$ cat src/rtl/ecc_dec_pkg.sv
package ecc_dec_pkg;
  localparam int          NIB_W          = 4;
  localparam int          LANES_PER_WORD = 4;
  localparam int          WORD_W         = 32;
  localparam logic [3:0]  UNCORR_CODE    = 4'hF;
  localparam logic [7:0]  ERASED_BYTE    = 8'hFF;
endpackage

$ cat src/rtl/ecc_nibble_sel.sv
module ecc_nibble_sel
  import ecc_dec_pkg::*;
#(
  parameter int NUM_WORDS = 4,
  parameter int IDX_W     = 4
) (
  input  logic [WORD_W*NUM_WORDS-1:0] words,
  input  logic [IDX_W-1:0]            idx,
  output logic [NIB_W-1:0]            nib
);
  localparam int NUM_SECT = NUM_WORDS * LANES_PER_WORD;
  localparam int IDX_SPAN = 1 << IDX_W;

  logic [NIB_W-1:0] nib_arr [IDX_SPAN];

  // lowest sector of each word lives in its top byte lane
  for (genvar s = 0; s < IDX_SPAN; s++) begin : g_sect
    if (s < NUM_SECT) begin : g_live
      assign nib_arr[s] = words[(s / LANES_PER_WORD) * WORD_W
                                + (LANES_PER_WORD - 1 - (s % LANES_PER_WORD)) * 8 +: NIB_W];
    end else begin : g_pad
      assign nib_arr[s] = '0;
    end
  end

  assign nib = nib_arr[idx];
endmodule

$ cat src/rtl/ecc_scan_ctrl.sv
module ecc_scan_ctrl
  import ecc_dec_pkg::*;
#(
  parameter int NUM_WORDS = 4,
  parameter int IDX_W     = 4,
  parameter int BUF_W     = 2,
  parameter int SPP_W     = 5,
  parameter int CNT_W     = 16
) (
  input  logic                        clk,
  input  logic                        rst_n,
  input  logic                        start_go,
  input  logic [WORD_W*NUM_WORDS-1:0] words_in,
  input  logic [BUF_W-1:0]            buf_num,
  input  logic [SPP_W-1:0]            spp,
  output logic                        busy,
  output logic                        end_now,
  output logic                        unc_hit_d,
  output logic [CNT_W-1:0]            total
);
  localparam int         PW      = BUF_W + SPP_W;
  localparam logic [CNT_W-1:0] CNT_MAX = '1;

  logic [WORD_W*NUM_WORDS-1:0] words_q, words_d;
  logic [IDX_W-1:0]            cur_q, cur_d, last_q, last_d;
  logic                        busy_q, busy_d, unc_q;
  logic [CNT_W-1:0]            total_q, total_d;
  logic [PW-1:0]               first_w, last_w;
  logic [NIB_W-1:0]            nib;
  logic [CNT_W:0]              sum;

  ecc_nibble_sel #(.NUM_WORDS(NUM_WORDS), .IDX_W(IDX_W)) u_sel (
    .words (words_q),
    .idx   (cur_q),
    .nib   (nib)
  );

  assign first_w = PW'(buf_num) * PW'(spp);
  assign last_w  = first_w + PW'(spp) - PW'(1);
  assign sum     = {1'b0, total_q} + {{(CNT_W + 1 - NIB_W){1'b0}}, nib};

  always_comb begin
    words_d   = words_q;
    cur_d     = cur_q;
    last_d    = last_q;
    busy_d    = busy_q;
    total_d   = total_q;
    unc_hit_d = unc_q;
    end_now   = 1'b0;
    if (start_go) begin
      words_d   = words_in;
      cur_d     = first_w[IDX_W-1:0];
      last_d    = last_w[IDX_W-1:0];
      busy_d    = 1'b1;
      total_d   = '0;
      unc_hit_d = 1'b0;
    end else if (busy_q) begin
      if (nib == UNCORR_CODE) begin
        unc_hit_d = 1'b1;
        busy_d    = 1'b0;
        end_now   = 1'b1;
      end else begin
        total_d = sum[CNT_W] ? CNT_MAX : sum[CNT_W-1:0];
        if (cur_q == last_q) begin
          busy_d  = 1'b0;
          end_now = 1'b1;
        end else begin
          cur_d = cur_q + IDX_W'(1);
        end
      end
    end
  end

  always_ff @(posedge clk or negedge rst_n) begin
    if (!rst_n) begin
      words_q <= '0;
      cur_q   <= '0;
      last_q  <= '0;
      busy_q  <= 1'b0;
      total_q <= '0;
      unc_q   <= 1'b0;
    end else begin
      words_q <= words_d;
      cur_q   <= cur_d;
      last_q  <= last_d;
      busy_q  <= busy_d;
      total_q <= total_d;
      unc_q   <= unc_hit_d;
    end
  end

  assign busy  = busy_q;
  assign total = total_q;
endmodule

$ cat src/rtl/erased_page_detect.sv
module erased_page_detect
  import ecc_dec_pkg::*;
(
  input  logic       clk,
  input  logic       rst_n,
  input  logic       start_go,
  input  logic       byte_valid,
  input  logic [7:0] byte_data,
  input  logic       byte_is_main,
  input  logic       byte_is_ecc,
  input  logic       byte_last,
  output logic       busy,
  output logic       end_now,
  output logic       blank_d
);
  logic busy_q, busy_d, blank_q;
  logic take, dirty;

  assign take  = busy_q && byte_valid;
  assign dirty = (byte_data != ERASED_BYTE) && (byte_is_main || byte_is_ecc);

  always_comb begin
    busy_d  = busy_q;
    blank_d = blank_q;
    end_now = 1'b0;
    if (start_go) begin
      busy_d  = 1'b1;
      blank_d = 1'b1;
    end else if (take) begin
      if (dirty) blank_d = 1'b0;
      if (byte_last) begin
        busy_d  = 1'b0;
        end_now = 1'b1;
      end
    end
  end

  always_ff @(posedge clk or negedge rst_n) begin
    if (!rst_n) begin
      busy_q  <= 1'b0;
      blank_q <= 1'b1;
    end else begin
      busy_q  <= busy_d;
      blank_q <= blank_d;
    end
  end

  assign busy = busy_q;
endmodule

$ cat src/rtl/ecc_sector_decoder.sv
module ecc_sector_decoder
  import ecc_dec_pkg::*;
#(
  parameter int NUM_WORDS = 4,
  parameter int BUF_W     = 2,
  parameter int SPP_W     = 5,
  parameter int CNT_W     = 16
) (
  input  logic                        clk,
  input  logic                        rst_n,
  input  logic                        start,
  input  logic [WORD_W*NUM_WORDS-1:0] status_words,
  input  logic [BUF_W-1:0]            buf_num,
  input  logic [SPP_W-1:0]            sectors_per_page,
  input  logic                        byte_valid,
  input  logic [7:0]                  byte_data,
  input  logic                        byte_is_main,
  input  logic                        byte_is_ecc,
  input  logic                        byte_last,
  output logic [CNT_W-1:0]            corr_total,
  output logic                        uncorrectable,
  output logic                        done
);
  localparam int IDX_W = $clog2(NUM_WORDS * LANES_PER_WORD);

  logic pend_q, pend_d, done_q, unc_q, unc_d;
  logic start_go, finish;
  logic scan_busy, scan_end, scan_unc_d;
  logic strm_busy, strm_end, blank_d;

  assign start_go = start && !pend_q;

  ecc_scan_ctrl #(
    .NUM_WORDS(NUM_WORDS), .IDX_W(IDX_W), .BUF_W(BUF_W),
    .SPP_W(SPP_W), .CNT_W(CNT_W)
  ) u_scan (
    .clk       (clk),
    .rst_n     (rst_n),
    .start_go  (start_go),
    .words_in  (status_words),
    .buf_num   (buf_num),
    .spp       (sectors_per_page),
    .busy      (scan_busy),
    .end_now   (scan_end),
    .unc_hit_d (scan_unc_d),
    .total     (corr_total)
  );

  erased_page_detect u_blank (
    .clk          (clk),
    .rst_n        (rst_n),
    .start_go     (start_go),
    .byte_valid   (byte_valid),
    .byte_data    (byte_data),
    .byte_is_main (byte_is_main),
    .byte_is_ecc  (byte_is_ecc),
    .byte_last    (byte_last),
    .busy         (strm_busy),
    .end_now      (strm_end),
    .blank_d      (blank_d)
  );

  assign finish = pend_q && (!scan_busy || scan_end) && (!strm_busy || strm_end);

  always_comb begin
    pend_d = pend_q;
    unc_d  = unc_q;
    if (start_go) begin
      pend_d = 1'b1;
      unc_d  = 1'b0;
    end else if (finish) begin
      pend_d = 1'b0;
      unc_d  = scan_unc_d && !blank_d;
    end
  end

  always_ff @(posedge clk or negedge rst_n) begin
    if (!rst_n) begin
      pend_q <= 1'b0;
      done_q <= 1'b0;
      unc_q  <= 1'b0;
    end else begin
      pend_q <= pend_d;
      done_q <= finish;
      unc_q  <= unc_d;
    end
  end

  assign done          = done_q;
  assign uncorrectable = unc_q;
endmodule

$ cat config.mk
export PLATFORM = sky130hd
export DESIGN_NAME = ecc_sector_decoder
export DESIGN_NICKNAME = d
export VERILOG_FILES = /design/src/rtl/ecc_dec_pkg.sv /design/src/rtl/ecc_nibble_sel.sv /design/src/rtl/ecc_scan_ctrl.sv /design/src/rtl/erased_page_detect.sv /design/src/rtl/ecc_sector_decoder.sv
export SDC_FILE = /design/constraint.sdc
export NUM_CORES = 1
export LEC_CHECK = 0
export BUFFER_PORTS_ARGS = -buffer_cell sky130_fd_sc_hd__clkbuf_2
export CAP_MARGIN = 20
export CORE_UTILIZATION = 46
export DETAILED_ROUTE_END_ITERATION = 10
export PLACE_DENSITY_LB_ADDON = 0.3
export SLEW_MARGIN = 20
export SYNTH_ARGS = -nofsm -noshare
export SYNTH_HDL_FRONTEND = slang
export SYNTH_SLANG_ARGS = --single-unit
$ cat constraint.sdc
create_clock -name clk -period 3.26 [get_ports clk]
set_input_delay 0.163 -clock clk [delete_from_list [all_inputs] [get_ports clk]]
set_output_delay 0.163 -clock clk [all_outputs]
set_load 0.02 [all_outputs]
=== Yosys cells after proc, flatten, opt, wreduce, memory -nomap -nowiden ===
Cells that the tools add are included.

* Register bits: 155
* Bits of input ports: 150
* Output and inout bits: 18

* $add $sub $neg: 4
* $mul: 1
* Order comparisons: 1
* Equal/unequal tests: 5
* Multiplexer cells: 35
* Bitwise operators: 1
* Reduce and logical (&&, ||, !) cells: 20

{| class="wikitable"
|+ Operators by type and width
! operator !! count
|-
| $mux 16 || 4
|-
| $mux 1 || 24
|-
| $mux 4 || 6
|-
| $add 16x4->17 || 1
|-
| $bmux 4 s4 || 1
|-
| $ne 8x8->1 const B || 1
|-
| $reduce_bool 2->1 || 4
|-
| $logic_and 1x1->1 || 6
|-
| $ge 5x5->1 const B || 1
|-
| $mul 2x5->4 || 1
|-
| $not 4->5 || 1
|-
| $add 4x1->4 const B || 1
|-
| $add 4x4->4 || 1
|-
| $eq 4x4->1 || 1
|-
| $eq 4x4->1 const B || 1
|-
| $logic_not 1->1 || 4
|-
| $ne 2x2->1 const B || 2
|-
| $reduce_and 2->1 || 2
|-
| $sub 4x1->4 const B || 1
|-
| $logic_or 1x1->1 || 3
|-
| $reduce_and 3->1 || 1
|}

=== Depth between registers and ports, before layout ===
* Depth after elaboration: 13
* Mapped depth: 15
* Depth with buffers taken out: 13

=== Cells and area by module ===
Synthesis repeated with hierarchy kept, for this count alone.

* Cells, all modules: 516
* Area total of the unflattened synthesis: 7213.2 µm²

{| class="wikitable"
|+ Modules (own cells, without submodules)
! module !! instances !! cells each !! area an instance (µm²)
|-
| ecc_scan_ctrl || 1 || 452 || 6412.4
|-
| ecc_nibble_sel || 1 || 39 || 554.3
|-
| ecc_sector_decoder || 1 || 15 || 138.9
|-
| erased_page_detect || 1 || 10 || 107.6
|}

=== Worst setup path before layout ===
No wires, ideal clock.

* Path type: reg2reg
* From: register u_scan.cur_q[0]
* To: register u_scan.total_q[3] (netlist: u_scan.total[3])
* Arrival: 3119 ps
* Required time: 3124 ps
* Setup slack: 4 ps
* Stages on the path, launching flop included: 15
* Buffers on the path: 2
* Clock period less this slack: 3256 ps
* Cell sequence: dfrtp_1 -> buf_4 -> mux4_2 -> nand3_1 -> and4_1 -> inv_1 -> ha_1 -> fa_1 -> a21o_1 -> a21o_1 -> and2_1 -> clkbuf_1 -> and3_1 -> o21ai_0 -> a21oi_1

* Word-level cells in the longest chain between the ends: 9
* Elaborated cells on any way between the ends: 12
* Classes of those cells: add/sub (1); eq/ne (2); mux (7); bitwise (1); reduce/logical (1)

{| class="wikitable"
|+ RTL lines
! what !! line !! source
|-
| start, declared || ecc_scan_ctrl.sv:25 || <nowiki>logic [IDX_W-1:0] cur_q, cur_d, last_q, last_d;</nowiki>
|-
| start signal, assigned || ecc_scan_ctrl.sv:84 || <nowiki>cur_q <= cur_d;</nowiki>
|-
| $not 4->5 (implied by the code) * || ecc_nibble_sel.sv:26 || <nowiki>assign nib = nib_arr[idx];</nowiki>
|-
| $bmux 4 s4 * || ecc_nibble_sel.sv:26 ||
|-
| $mux 4 (implied by the code) * (2 in a row) || ecc_nibble_sel.sv:26 ||
|-
| $add 16x4->17 || ecc_scan_ctrl.sv:40 || <nowiki>assign sum = {1'b0, total_q} + {{(CNT_W + 1 - NIB_W){1'b0}}, nib};</nowiki>
|-
| $mux 16 || ecc_scan_ctrl.sv:63 || <nowiki>total_d = sum[CNT_W] ? CNT_MAX : sum[CNT_W-1:0];</nowiki>
|-
| $mux 16 || ecc_scan_ctrl.sv:58 || <nowiki>if (nib == UNCORR_CODE) begin</nowiki>
|-
| $mux 16 || ecc_scan_ctrl.sv:57 || <nowiki>end else if (busy_q) begin</nowiki>
|-
| $mux 16 || ecc_scan_ctrl.sv:50 || <nowiki>if (start_go) begin</nowiki>
|-
| end signal, assigned || ecc_scan_ctrl.sv:87 || <nowiki>total_q <= total_d;</nowiki>
|-
| end, declared || ecc_scan_ctrl.sv:27 || <nowiki>logic [CNT_W-1:0] total_q, total_d;</nowiki>
|}

Mark *: on every way between the ends. The rest lies on a longest branch, timed or not. The select of a mux whose other input is x is not followed.
A chain may end at the register's enable or synchronous reset.

=== Worst setup path in the final report ===
* From: register u_scan.cur_q[0]
* To: register u_scan.total_q[12] (netlist: u_scan.total[12])

Same word-level chain as after synthesis.

==> impl_metrics.env <==
export IMPL_critPathMaxStageDelay_ns=0.51
export IMPL_grt_overflow=0
export IMPL_p_leak_nw=3.23
export IMPL_place_congestion=0.845
export IMPL_grt_busiest_layer="met2"
export IMPL_drc=0
export IMPL_critPathMostFrequentCell="a21o_1"
export IMPL_die_h_um=104
export IMPL_drt_iter0_markers=205
export IMPL_yosys_warnings=0
export IMPL_synth_cells=524
export IMPL_fin_skew_ns=0.0166
export IMPL_areaGrowthSynthToFinish_pct=30.9
export IMPL_multi_input_area_um2=2270
export IMPL_finalCriticalPeriod_ns=3.14
export IMPL_rows=37
export IMPL_syn_area_um2=4830
export IMPL_finalNonFillerCells=817
export IMPL_powerDensity_nw_per_um2=868
export IMPL_synth_seq_area_share_pct=49.2
export IMPL_syn_avg_cell_area_um2=9.22
export IMPL_cp_max_fo=7
export IMPL_drive_above_1_share_pct=24.8
export IMPL_wirelength_um=11600
export IMPL_critical_path_arrival_ns=3.35
export IMPL_grt_pass1_vias=4226
export IMPL_syn_num_nets=686
export IMPL_vias=4256
export IMPL_utilization_pct=61.8
export IMPL_cts_sinks=95
export IMPL_grt_pass1_wl_um=19500
export IMPL_path_clk_slew_ns=0.09
export IMPL_final_nets=839
export IMPL_grt_max_degree=59
export IMPL_end_kind="register"
export IMPL_dpl_hpwl_um=7680
export IMPL_worst_r2r_endpoint="u_scan.total[12]"
export IMPL_cts_buffers_inserted=9
export IMPL_synthFlopType="dfrtp_1"
export IMPL_cpMaxStageDelayCell="mux4_2"
export IMPL_synth_area_top_cells="dfrtp_1 49%, nand2_1 17%, mux4_2 6.5%"
export IMPL_area_sequential_um2=2380
export IMPL_wl_per_cell_um=14.3
export IMPL_ys_seq_elements=95
export IMPL_ir_drop_mv=0.495
export IMPL_crit_path_cell_trace="buf_12, mux4_2, nand2_1, and4_4, inv_1, ha_1, fa_2, a21o_1, a21o_1, and2_1, buf_4, a41oi_2, a211oi_1"
export IMPL_synth_largest_area_cell="dfrtp_1"
export IMPL_synth_async_reset_ratio_pct=100
export IMPL_whs_path_depth=3
export IMPL_crit_reg2reg_launch="u_scan.cur_q[0]"
export IMPL_synth_top_area_share_pct=48.7
export IMPL_portBuffers=102
export IMPL_met1_usage_pct=29.8
export IMPL_cp_required_ns=3.47
export IMPL_setup_violations=0
export IMPL_synth_edf_count=0
export IMPL_clock_latency_ns=0.37
export IMPL_synth_cell_types=45
export IMPL_reg2reg_depth=13
export IMPL_min_path_type="input pin to register"
export IMPL_hold_end="u_scan.words_q[51]"
export IMPL_worstMarginPinSlew_ns=0.812
export IMPL_cts_htree_levels=3
export IMPL_status="finished clean"
export IMPL_hold_viol_final=0
export IMPL_critPathBufInv=3
export IMPL_fillCellCount=888
export IMPL_initial_core_util_pct=47.2
export IMPL_met2_usage_pct=37.4
export IMPL_cts_buffer_depth=2
export IMPL_fin_crit_sh_pct=96.4
export IMPL_slew_headroom_pct=45.8
export IMPL_finalPower_mw=5.49
export IMPL_clock_fmax_mhz=318
export IMPL_dr_pass1_iters=5
export IMPL_die_area_um2=10900
export IMPL_path_delay_family="compound AO/OA/AOI/OAI gates"
export IMPL_antenna_found_initial=0
export IMPL_dpl_cell_area_um2=5530
export IMPL_slew_violations=0
export IMPL_regToRegSetupSlack_ns=0.12
export IMPL_min_from="status_words[51]"
export IMPL_via_per_inst=5.21
export IMPL_core_area_um2=10200
export IMPL_groute_usage_overall_pct=22.4
export IMPL_setup_worst_path_start_class="register"
export IMPL_grt_util_met3_pct=3.20
export IMPL_drv_cap=0
export IMPL_io_pins=168
export IMPL_final_area_um2=6330
export IMPL_ant_nets=0
export IMPL_dp_cells=746
export IMPL_die_w_um=104
export IMPL_antenna_diode_count=0
export IMPL_clockRootBuffer="clkbuf_8"
export IMPL_worstSetupPathType="register to register"
export IMPL_tritoncts="yes"
[cells in the mapped netlist (all sizes together), types with 4 or more instances]
| master | n |
|---|---|
| nand2 | 224 |
| dfrtp | 94 |
| clkbuf | 19 |
| inv | 16 |
| mux4 | 16 |
| nor2 | 15 |
| buf | 12 |
| nand3 | 12 |
| a21oi | 11 |
| o21ai | 11 |
| ha | 9 |
| xnor2 | 9 |
| a31oi | 8 |
| nor3 | 7 |
| a211oi | 6 |
| and3 | 6 |
| and4 | 5 |
| nand4 | 5 |
| a21o | 4 |
| a311oi | 4 |
| and2 | 4 |
| nor2b | 4 |
[how the worst max path moves through the flow]
stage               startpoint                to  slack (ns)  cells after the start
3_3_place_gp   u_scan.cur_q[0]   u_scan.total[3]        0.03                     13
5_1_grt        u_scan.cur_q[0]  u_scan.total[13]       -0.03                     13
6_report       u_scan.cur_q[0]  u_scan.total[12]        0.12                     13
4_1_cts        u_scan.cur_q[0]   u_scan.total[3]       0.004                     13
3_5_place_dp   u_scan.cur_q[0]   u_scan.total[3]       0.004                     13
2_1_floorplan  u_scan.cur_q[0]   u_scan.total[3]       0.004                     14
[logic make-up after synthesis]
family,count (synthesis),synth area share (%)
AO/OA/AOI/OAI,56,8.10
XOR/XNOR,11,1.99
adder cells (fa/ha/maj),12,3.57
buffers and inverters,47,4.61
flip-flops,95,49.2
multiplexers,17,7.82
AND/OR/NAND/NOR,286,24.7
[metrics by stage]
step	hold slack, ns	setup TNS, ns	setup WS (ns)
floorplan	-0.133	0	0.00432
global placement	0.0909	0	0.0320
detailed placement	0.0960	0	0.00400
CTS	0.000536	0	0.00380
global route	0.000772	-0.0803	-0.0320
finish	0.00296	0	0.118
[worst min-delay path, cell delays in order]
cell      delay (ns)
clkbuf_2        0.08
nand2_1         0.05
nand2_1         0.05
[per-layer routing]
layer	wire [um]	vias up	share of wire [%]
li1	-	2061	-
met1	5050	2050	43
met2	5820	126	50
met3	552	19	4.7
met4	223	0	1.9
met5	0	-	0
[flip-flops by register name, indices dropped and copies added, names as in the netlist]
name	count
u_scan.words_q	64
u_scan.total	16
u_scan.cur_q	4
u_scan.last_q	4
done	1
pend_q	1
u_blank.blank_q	1
u_blank.busy	1
u_scan.busy	1
u_scan.unc_q	1
uncorrectable	1
[report_power, final]
part / switching, mW / internal (mW)
clock network: 0.406 / 0.352
registers: 0.327 / 1.68
logic: 1.40 / 1.32
total: 2.13 / 3.36
[area by class of cell]
type,count,area share [%]
multi-input combinational,382,36.0
clock buffer,10,2.02
sequential,95,37.6
clock inverter,5,0.910
tap,136,2.69
timing repair buffer,173,19.9
inverter,16,0.949
[cell usage in the layout, fill, tap and decap left out, types with 5 or more instances in the layout]
cell type and n:
dlygate4sd3_1 52, a21oi_1 10, buf_4 14, buf_12 5, nand3_1 12, nand4_1 5
mux4_2 15, xnor2_1 9, a31oi_1 8, a211oi_1 6, nor2_1 15, clkbuf_8 9
nand2_1 224, o21ai_0 7, clkbuf_2 101, inv_1 16, ha_1 9, nor3_1 5
dfrtp_1 93
[timing repair]
item,CTS,global route
hold buffers,52,0
setup endpoints to repair,3,15
gates cloned,0,1
endpoints found under the hold margin,75,0
setup buffers,3,0
resized for setup,0,16
Power figures use the tool's default switching activity.
